**config.mk**
```make
export PLATFORM = sky130hd
export DESIGN_NAME = sync_count_chain
export DESIGN_NICKNAME = d
export VERILOG_FILES = /design/src/rtl/cnt_chain_pkg.sv /design/src/rtl/cnt_next_sel.sv /design/src/rtl/cnt_stage.sv /design/src/rtl/sync_count_chain.sv
export SDC_FILE = /design/constraint.sdc
export NUM_CORES = 1
export LEC_CHECK = 0
export BUFFER_PORTS_ARGS = -buffer_cell sky130_fd_sc_hd__buf_2
export CELL_PAD_IN_SITES_DETAIL_PLACEMENT = 0
export CELL_PAD_IN_SITES_GLOBAL_PLACEMENT = 1
export CORE_MARGIN = 2
export CORE_UTILIZATION = 30
export DETAILED_ROUTE_END_ITERATION = 7
export GPL_TIMING_DRIVEN = 1
export PLACE_DENSITY = 0.81
export SYNTH_ARGS = -nofsm -noshare
export SYNTH_HDL_FRONTEND = slang
export SYNTH_SLANG_ARGS = --single-unit
```
**constraint.sdc**
```tcl
create_clock -name clk -period 1.8 [get_ports clk]
set_input_delay 0.36 -clock clk [delete_from_list [all_inputs] [get_ports clk]]
set_output_delay 0.36 -clock clk [all_outputs]
set_load 0.05 [all_outputs]
```
**src/rtl/cnt_chain_pkg.sv**
```systemverilog
package cnt_chain_pkg;

   typedef enum logic [1:0] {
      OP_CLEAR = 2'd0,
      OP_LOAD  = 2'd1,
      OP_STEP  = 2'd2,
      OP_KEEP  = 2'd3
   } cnt_op_e;

   // priority: clear, then load, then step
   function automatic cnt_op_e pick_op(input logic clr_n,
                                       input logic load_n,
                                       input logic step_ok);
      if (!clr_n)       return OP_CLEAR;
      else if (!load_n) return OP_LOAD;
      else if (step_ok) return OP_STEP;
      else              return OP_KEEP;
   endfunction

endpackage

```
**src/rtl/cnt_next_sel.sv**
```systemverilog
module cnt_next_sel
   import cnt_chain_pkg::*;
#(
   parameter int unsigned WIDTH = 4
) (
   input  logic [WIDTH-1:0] cur,
   input  logic [WIDTH-1:0] ld_val,
   input  logic             clr_n,
   input  logic             load_n,
   input  logic             step_ok,
   output logic [WIDTH-1:0] nxt
);

   cnt_op_e op;

   always_comb begin
      op = pick_op(clr_n, load_n, step_ok);
      unique case (op)
         OP_CLEAR: nxt = '0;
         OP_LOAD:  nxt = ld_val;
         OP_STEP:  nxt = cur + 1'b1;
         default:  nxt = cur;
      endcase
   end

endmodule

```
**src/rtl/cnt_stage.sv**
```systemverilog
module cnt_stage #(
   parameter int unsigned WIDTH = 4
) (
   input  logic             clk,
   input  logic             clr_n,
   input  logic             load_n,
   input  logic             en_par,
   input  logic             en_pass,
   input  logic [WIDTH-1:0] din,
   output logic [WIDTH-1:0] q,
   output logic             tc
);

   logic [WIDTH-1:0] q_nxt;
   logic             at_top;

   cnt_next_sel #(.WIDTH(WIDTH)) u_sel (
      .cur     (q),
      .ld_val  (din),
      .clr_n   (clr_n),
      .load_n  (load_n),
      .step_ok (en_par & en_pass),
      .nxt     (q_nxt)
   );

   always_ff @(posedge clk) begin
      q <= q_nxt;
   end

   assign at_top = &q;
   assign tc     = en_pass & at_top;

endmodule

```
**src/rtl/sync_count_chain.sv**
```systemverilog
module sync_count_chain #(
   parameter int unsigned STAGE_W  = 4,
   parameter int unsigned N_STAGES = 2
) (
   input  logic                          clk,
   input  logic                          clr_n,
   input  logic                          load_n,
   input  logic                          en_par,
   input  logic                          en_pass,
   input  logic [STAGE_W*N_STAGES-1:0]   din,
   output logic [STAGE_W*N_STAGES-1:0]   count,
   output logic                          carry_out
);

   localparam int unsigned TOT_W = STAGE_W * N_STAGES;

   if (STAGE_W < 1) begin : g_bad_w
      $error("sync_count_chain: STAGE_W must be at least 1");
   end
   if (N_STAGES < 1) begin : g_bad_n
      $error("sync_count_chain: N_STAGES must be at least 1");
   end
   if (TOT_W > 64) begin : g_bad_tot
      $error("sync_count_chain: total width above 64 bits");
   end

   // link[k] is the pass-through enable entering stage k
   logic [N_STAGES:0] link;

   assign link[0] = en_pass;

   for (genvar k = 0; k < N_STAGES; k++) begin : g_stage
      cnt_stage #(.WIDTH(STAGE_W)) u_stage (
         .clk     (clk),
         .clr_n   (clr_n),
         .load_n  (load_n),
         .en_par  (en_par),
         .en_pass (link[k]),
         .din     (din[k*STAGE_W +: STAGE_W]),
         .q       (count[k*STAGE_W +: STAGE_W]),
         .tc      (link[k+1])
      );
   end

   assign carry_out = link[N_STAGES];

endmodule

```
Word-level counts from Yosys, hierarchy flattened

Cells that the tools add are included.

Bits in registers: 8
Output and inout bits: 9
Word-level logic and storage cells: 26

Add/sub/neg operators: 2
Equal/unequal tests: 4
Mux-type cells: 8
Bitwise gates (word level): 4
Reductions and logical operators: 6

Operator list:

| operator              | number |
|---|---|
| $pmux W4 S3           | 2 |
| $add A4 B1 Y4 const B | 2 |
| $mux W2               | 4 |
| $reduce_and A4 Y1     | 2 |
| $reduce_bool A3 Y1    | 2 |
| $and A1 B1 Y1         | 4 |
| $eq A2 B1 Y1 const B  | 2 |
| $eq A2 B2 Y1 const B  | 2 |
| $logic_not A2 Y1      | 2 |
| $mux W1               | 2 |

Depth between registers and ports, before layout

Gate-level depths: netlist of the first run.

Depth after elaboration: 8
Gate-level depth with buffers: 4
Depth with buffers taken out: 4

Modules after synthesis

From an unflattened synthesis of the first run, not the netlist that was laid out.

Cells, all modules: 46
Area, all modules: 425.4 µm²

Modules (own cells, without submodules):

| module       | instances | cells each | area an instance (µm²) |
|---|---|---|---|
| cnt_next_sel | 2         | 15         | 112.6 |
| cnt_stage    | 2         | 8          | 100.1 |

Least setup slack after synthesis of the first run

OpenSTA, ideal clock, no wires.

Kind: flip-flop to output port
Start point: register g_stage[0].u_stage.q[0]
End point: output port carry_out
Arrival: 1.778 ns
Setup slack: -0.338 ns
Cell stages (with the launch flop): 4
Cell sequence: edfxtp_1 -> ha_1 -> nand3_1 -> nor2_1

Word-level cells in the longest chain between the ends: 3

Ends and longest elaborated chain:

| item                       | line                   | RTL |
|---|---|---|
| from (decl)                | cnt_stage.sv:10        | `output logic [WIDTH-1:0] q,` |
| from (signal assigned)     | cnt_stage.sv:27        | `q <= q_nxt;` |
| $reduce_and A4 Y1          | cnt_stage.sv:30        | `assign at_top = &q;` |
| $and A1 B1 Y1 (2 in a row) | cnt_stage.sv:31        | `assign tc = en_pass & at_top;` |
| to (decl)                  | sync_count_chain.sv:12 | `output logic carry_out` |

No other way between the ends.

Worst setup path in the final report of the first run

Start point: register g_stage[0].u_stage.q[1]
End point: output port carry_out

The elaborated chain is that of the path after synthesis.

==> run summary, run 1 <==
Overall Power - 0.482 mW
Finished Cell Area - 627 sq um
WP data arrival - 1.34 ns
final net count - 81
vias in the first global route - 392
pwr/cell area - 769 nW/um^2
largest net degree at the start of global routing - 7
MaxCap Viol Count - 0
Static Leakage - 0.272 nW
CP max-delay cell - edfxtp_1
CP cell instances - ha_2 > nand3_4 > nor2_4 > clkbuf_4
Syn Nets - 55
Buf/Inv on CP - 1
Hold Fails Final Rpt - 0
TritonCTS clock tree - built
full die area - 1860 sq um
largest reg by FF count - g_stage.u_stage.q
Least-Margin Pin Slew - 0.397 ns
antenna violations before repair - 0
Synth Area per Inst - 11.4 sq um
worst hold path type - in -> reg
Clk Latency, worst-skew pair - 0.25 ns
multi-input combinational cell area - 225 sq um
Fillers - 151
period utilization - 94.3%
TritonCTS Buffers - 3
CP Capture Type - output port
Mapped Cells - 40
CP max FO - 4
DIE WIDTH - 43.1 microns
Top delay family on crit path - flip-flops
Final Worst Setup Slack - 0.102 ns
dpl ws - 0.292 ns
final-report max-slew violation count - 0
Initial Util - 31.1%
crit-path max cell delay - 0.40 ns
unrepaired setup endpoints after global routing - no
core box area - 1470 sq um
ANT cells - 0
Max Fclk - 589 MHz
Die Ht - 43.1 microns
number of clock sinks - 8
Setup Buffers After CTS - 0
Slew HR - 73.4%
fin util - 42.6%
H-tree depth - 1
Crit Path Category - reg -> out
RD Place Congestion - 0.759
CTS clock-pin slew for the worst setup and hold paths - 0.05 ns
Routed wire per std cell - 12.8 microns
Routed Antenna Nets - 0
# IOs - 22
Area after DPL - 602 sq um
Post-Layout Cell Count - 80
gr ovfl total - 0
total track usage - 13.8%
DRC Markers - 0
hpwl dp - 831 microns
Clock Path Buffers - 2
layout cells sized above 1 - 51.6%
Port Buf Inserts - 21
synth unique cells - 17
Post-CTS Resized - 0
Peak VDD IR - 303 uV
required time worst endpoint - 1.44 ns
row cnt - 14
flops & latches, synth - 8
Post-Place Cells - 77
Vias - 401
DR vias/cell - 5.01
DRT Pass-1 Iters - 4
sequential element share of the synthesized area - 52.5%
Setup Skew - 0.00569 ns
CP startpoint kind - register
max FFs per register - 8
WL final - 1030 microns
first-pass GRT wire length - 1760 microns
outcome - finished clean
Reg area - 240 sq um
root buffer cell - clkbuf_4
Final Critical Period - 1.70 ns
biggest regs - g_stage.u_stage.q x8
Worst Hold Slack - 0.390 ns
hold buffer count at CTS - 0
1st-iter DRT viols - 9
Synth Warn # - 0
Sum Neg Setup Slack - 0 ns
area of the mapped netlist - 458 sq um
endpoints failing setup - 0
P&R area growth vs syn - 36.9%
cell usage in the layout (no fill, tap or decap):
| cell type | n |
|---|---|
| nor2_4 | 1 |
| nand4_1 | 1 |
| nand3_4 | 1 |
| ha_1 | 1 |
| nor2_2 | 1 |
| inv_1 | 1 |
| buf_4 | 1 |
| nand2_1 | 6 |
| xor2_1 | 2 |
| nand3_1 | 3 |
| o31ai_1 | 1 |
| ha_2 | 1 |
| xnor2_1 | 2 |
| nor2b_1 | 1 |
| o21ai_0 | 4 |
| o211ai_1 | 1 |
| clkbuf_4 | 4 |
| nand4_2 | 1 |
| buf_2 | 20 |
| a22o_2 | 3 |
| edfxtp_1 | 8 |
final timing paths:
kind / from / endpoint / slack (ns) / cells after the start
worst max-delay path: g_stage[0].u_stage.q[1] / carry_out / 0.10 / 4
worst min-delay path: din[0] / g_stage[0].u_stage.q[0] / 0.39 / 3
worst max register to register: g_stage[0].u_stage.q[1] / g_stage[1].u_stage.q[2] / 0.31 / 3
worst min register to register: g_stage[1].u_stage.q[0] / g_stage[1].u_stage.q[0] / 0.65 / 1
area by class of cell:
type,count,share of cell area (%)
clock buffer,3,3.59
multi-input combinational,30,35.9
sequential,8,38.3
timing repair buffer,22,18.4
inverter,1,0.599
tap,16,3.19
power breakdown:
part / internal (mW) / total [mW] / switching, mW
combinational: 0.0352 / 0.114 / 0.0790
sequential: 0.222 / 0.237 / 0.0149
clock: 0.0759 / 0.131 / 0.0549
total: 0.333 / 0.482 / 0.149
cells in the mapped netlist (all sizes together):
cell type,n,area (sq um)
buf,1,11.3
a22o,3,30.0
o31ai,1,7.51
o211ai,1,7.51
o21ai,4,20.0
xor2,2,17.5
inv,1,3.75
nand4,2,18.8
xnor2,2,17.5
edfxtp,8,240
nand2,6,22.5
nor2,2,10.0
nor2b,1,6.26
ha,2,25.0
nand3,4,20.0
logic make-up after synthesis:
group / share of synthesized area (%)
adders and majority gates: 5.46
AOI/OAI and AO/OA: 14.2
xor gates and xnor gates: 7.65
and+or+nand+nor: 16.9
buffers and inverters: 3.28
DFF: 52.5
routing by layer:
metal	up-vias	track usage (%)	part of all wire [%]
met1	184	17.1	41
met3	2	2.98	6.4
met2	15	19.7	50
met4	0	12.7	2.4
li1	200	-	-
met5	-	0	0
tightest hold or removal path, cell delays in order:
cell,delay [ns]
buf_2,0.08
nand2_1,0.03
o21ai_0,0.05
No activity file was read; power rests on OpenSTA's default activity.
==> run 2, diff against run 1 <==
- CORE_MARGIN: 2 -> not set
- RECOVER_POWER: not set -> 50
==> run 2 against run 1 <==
  * Die area decreased by 9.1%
  * Via count shrank 1.7%
  * Clock skew fell by 0.0024 ns
  * Sequential power about the same
  * Clock power barely moved
  * Global-route usage shrank 0.37 points
  * Routed wire length down 8.7%
  * Worst setup slack better by 0.0045 ns
  * Power shrank 0.57%
  * Maximum frequency grew 0.26%
  * Register-to-register slack about the same
  * Largest cell class unchanged
  * Largest power group unchanged
==> run summary, run 2 (same netlist as run 1, synthesis figures left out) <==
outcome - finished clean
sequential power share - 49.4%
first-pass GRT wire length - 1370 microns
Post-Place Cells - 77
CP cell instances - ha_2 > nand3_4 > nor2_4 > clkbuf_4
Port Buf Inserts - 21
TritonCTS Buffers - 3
Final Critical Period - 1.69 ns
Clk Latency, worst-skew pair - 0.24 ns
commonest non-fill, non-tap cell in the layout - buf_2
Setup Skew - 0.00329 ns
P&R area growth vs syn - 36.3%
Initial Util - 33.5%
pwr/cell area - 768 nW/um^2
number of cells on the critical path - 4
biggest regs - g_stage.u_stage.q x8
MaxCap Viol Count - 0
DR vias/cell - 4.93
total track usage - 13.5%
max FFs per register - 8
r2r startpoint - g_stage[0].u_stage.q[0]
CP endpoint - carry_out
Logic pwr share - 23.5%
hold buffer count at CTS - 0
Static Leakage - 0.260 nW
Slew HR - 60.3%
Post-CTS Resized - 0
Setup Buffers After CTS - 0
final-report max-slew violation count - 0
most frequent cells in the layout - buf_2, edfxtp_1, nand2_1
clock share of power - 27.1%
DRT Pass-1 Iters - 4
Psw - 0.147 mW
Top delay family on crit path - flip-flops
multi-input combinational cell area - 225 sq um
endpoints failing setup - 0
Fillers - 132
Vias - 394
Die Ht - 41.1 microns
core box area - 1370 sq um
CP startpoint kind - register
WP data arrival - 1.33 ns
CP Capture Type - output port
Power Internal - 0.332 mW
Worst R2R End - g_stage[1].u_stage.q[2]
Buf/Inv on CP - 1
Crit Path Category - reg -> out
largest reg by FF count - g_stage.u_stage.q
DIE WIDTH - 41.1 microns
DRC Markers - 0
largest net degree at the start of global routing - 7
final net count - 82
hpwl dp - 758 microns
Routed Antenna Nets - 0
layout cells sized above 1 - 44.6%
vias in the first global route - 337
Clock Path Buffers - 2
root buffer cell - clkbuf_4
worst hold path type - in -> reg
CTS clock-pin slew for the worst setup and hold paths - 0.05 ns
RD Place Congestion - 0.752
Sum Neg Setup Slack - 0 ns
worst reg2reg path depth - 3
unrepaired setup endpoints after global routing - no
1st-iter DRT viols - 8
Max Fclk - 591 MHz
CP max FO - 4
H-tree depth - 1
antenna violations before repair - 0
period utilization - 94.1%
Worst Setup SP - g_stage[0].u_stage.q[0]
full die area - 1690 sq um
TritonCTS clock tree - built
Peak VDD IR - 410 uV
Routed wire per std cell - 11.7 microns
R2R Setup Slk - 0.32 ns
WL final - 937 microns
Sw Ratio - 30.8%
gr ovfl total - 0
number of clock sinks - 8
Reg area - 240 sq um
Least-Margin Pin Slew - 0.598 ns
CP max-delay cell - edfxtp_1
# IOs - 22
required time worst endpoint - 1.44 ns
crit-path max cell delay - 0.39 ns
hold-critical path depth - 3
Post-Layout Cell Count - 80
ANT cells - 0
Hold Fails Final Rpt - 0
row cnt - 13
==> run 2: how the worst min path moves through the flow <==
| stage | to | startpoint |
|---|---|---|
| after floorplan | g_stage[1].u_stage.q[0] | din[4] |
| final | g_stage[0].u_stage.q[1] | din[1] |
| after detailed placement | g_stage[1].u_stage.q[0] | g_stage[1].u_stage.q[0] |
| after CTS | g_stage[0].u_stage.q[1] | din[1] |
| after global placement | g_stage[1].u_stage.q[0] | g_stage[1].u_stage.q[0] |
| after global routing | g_stage[1].u_stage.q[1] | din[5] |
==> run 2: power by group through the flow <==
stage	combinational, mW	sequential [mW]	clock (mW)
finish	0.113	0.237	0.130
global route	0.123	0.239	0.138
CTS	0.116	0.237	0.132
detailed placement	0.115	0.241	0
global placement	0.115	0.240	0
floorplan	0.0302	0.288	0
==> run 2: cell type report <==
| cell class | instances | area share [%] |
|---|---|---|
| well taps | 15 | 3.01 |
| repair buffers | 23 | 18.2 |
| flip-flops and latches | 8 | 38.5 |
| clock buffers | 3 | 3.61 |
| multi-input cells | 30 | 36.1 |
| inverters | 1 | 0.601 |
==> run 2: routing by layer <==
| layer | GRT usage [%] | part of all wire [%] |
|---|---|---|
| met1 | 17.7 | 48 |
| met2 | 18.8 | 45 |
| met3 | 1.63 | 4.7 |
| met4 | 12.5 | 2.0 |
| met5 | 0 | 0 |
==> run 2: tightest hold or removal path: stages <==
cell and delay (ns):
buf_2 0.07, nand2_1 0.03, o21ai_0 0.05
==> run 2: per-stage QoR <==
step	hold WS, ns	instance area, sq um	setup slack (ns)	util, %	power, mW
6_report	0.392	624	0.107	45.7	0.479
5_1_grt	0.417	624	0.0148	45.7	0.500
4_1_cts	0.387	631	0.0567	46.2	0.485
3_5_place_dp	0.636	608	0.295	44.5	0.356
3_3_place_gp	0.629	608	0.314	44.5	0.355
2_1_floorplan	0.545	480	0.0112	-	0.318
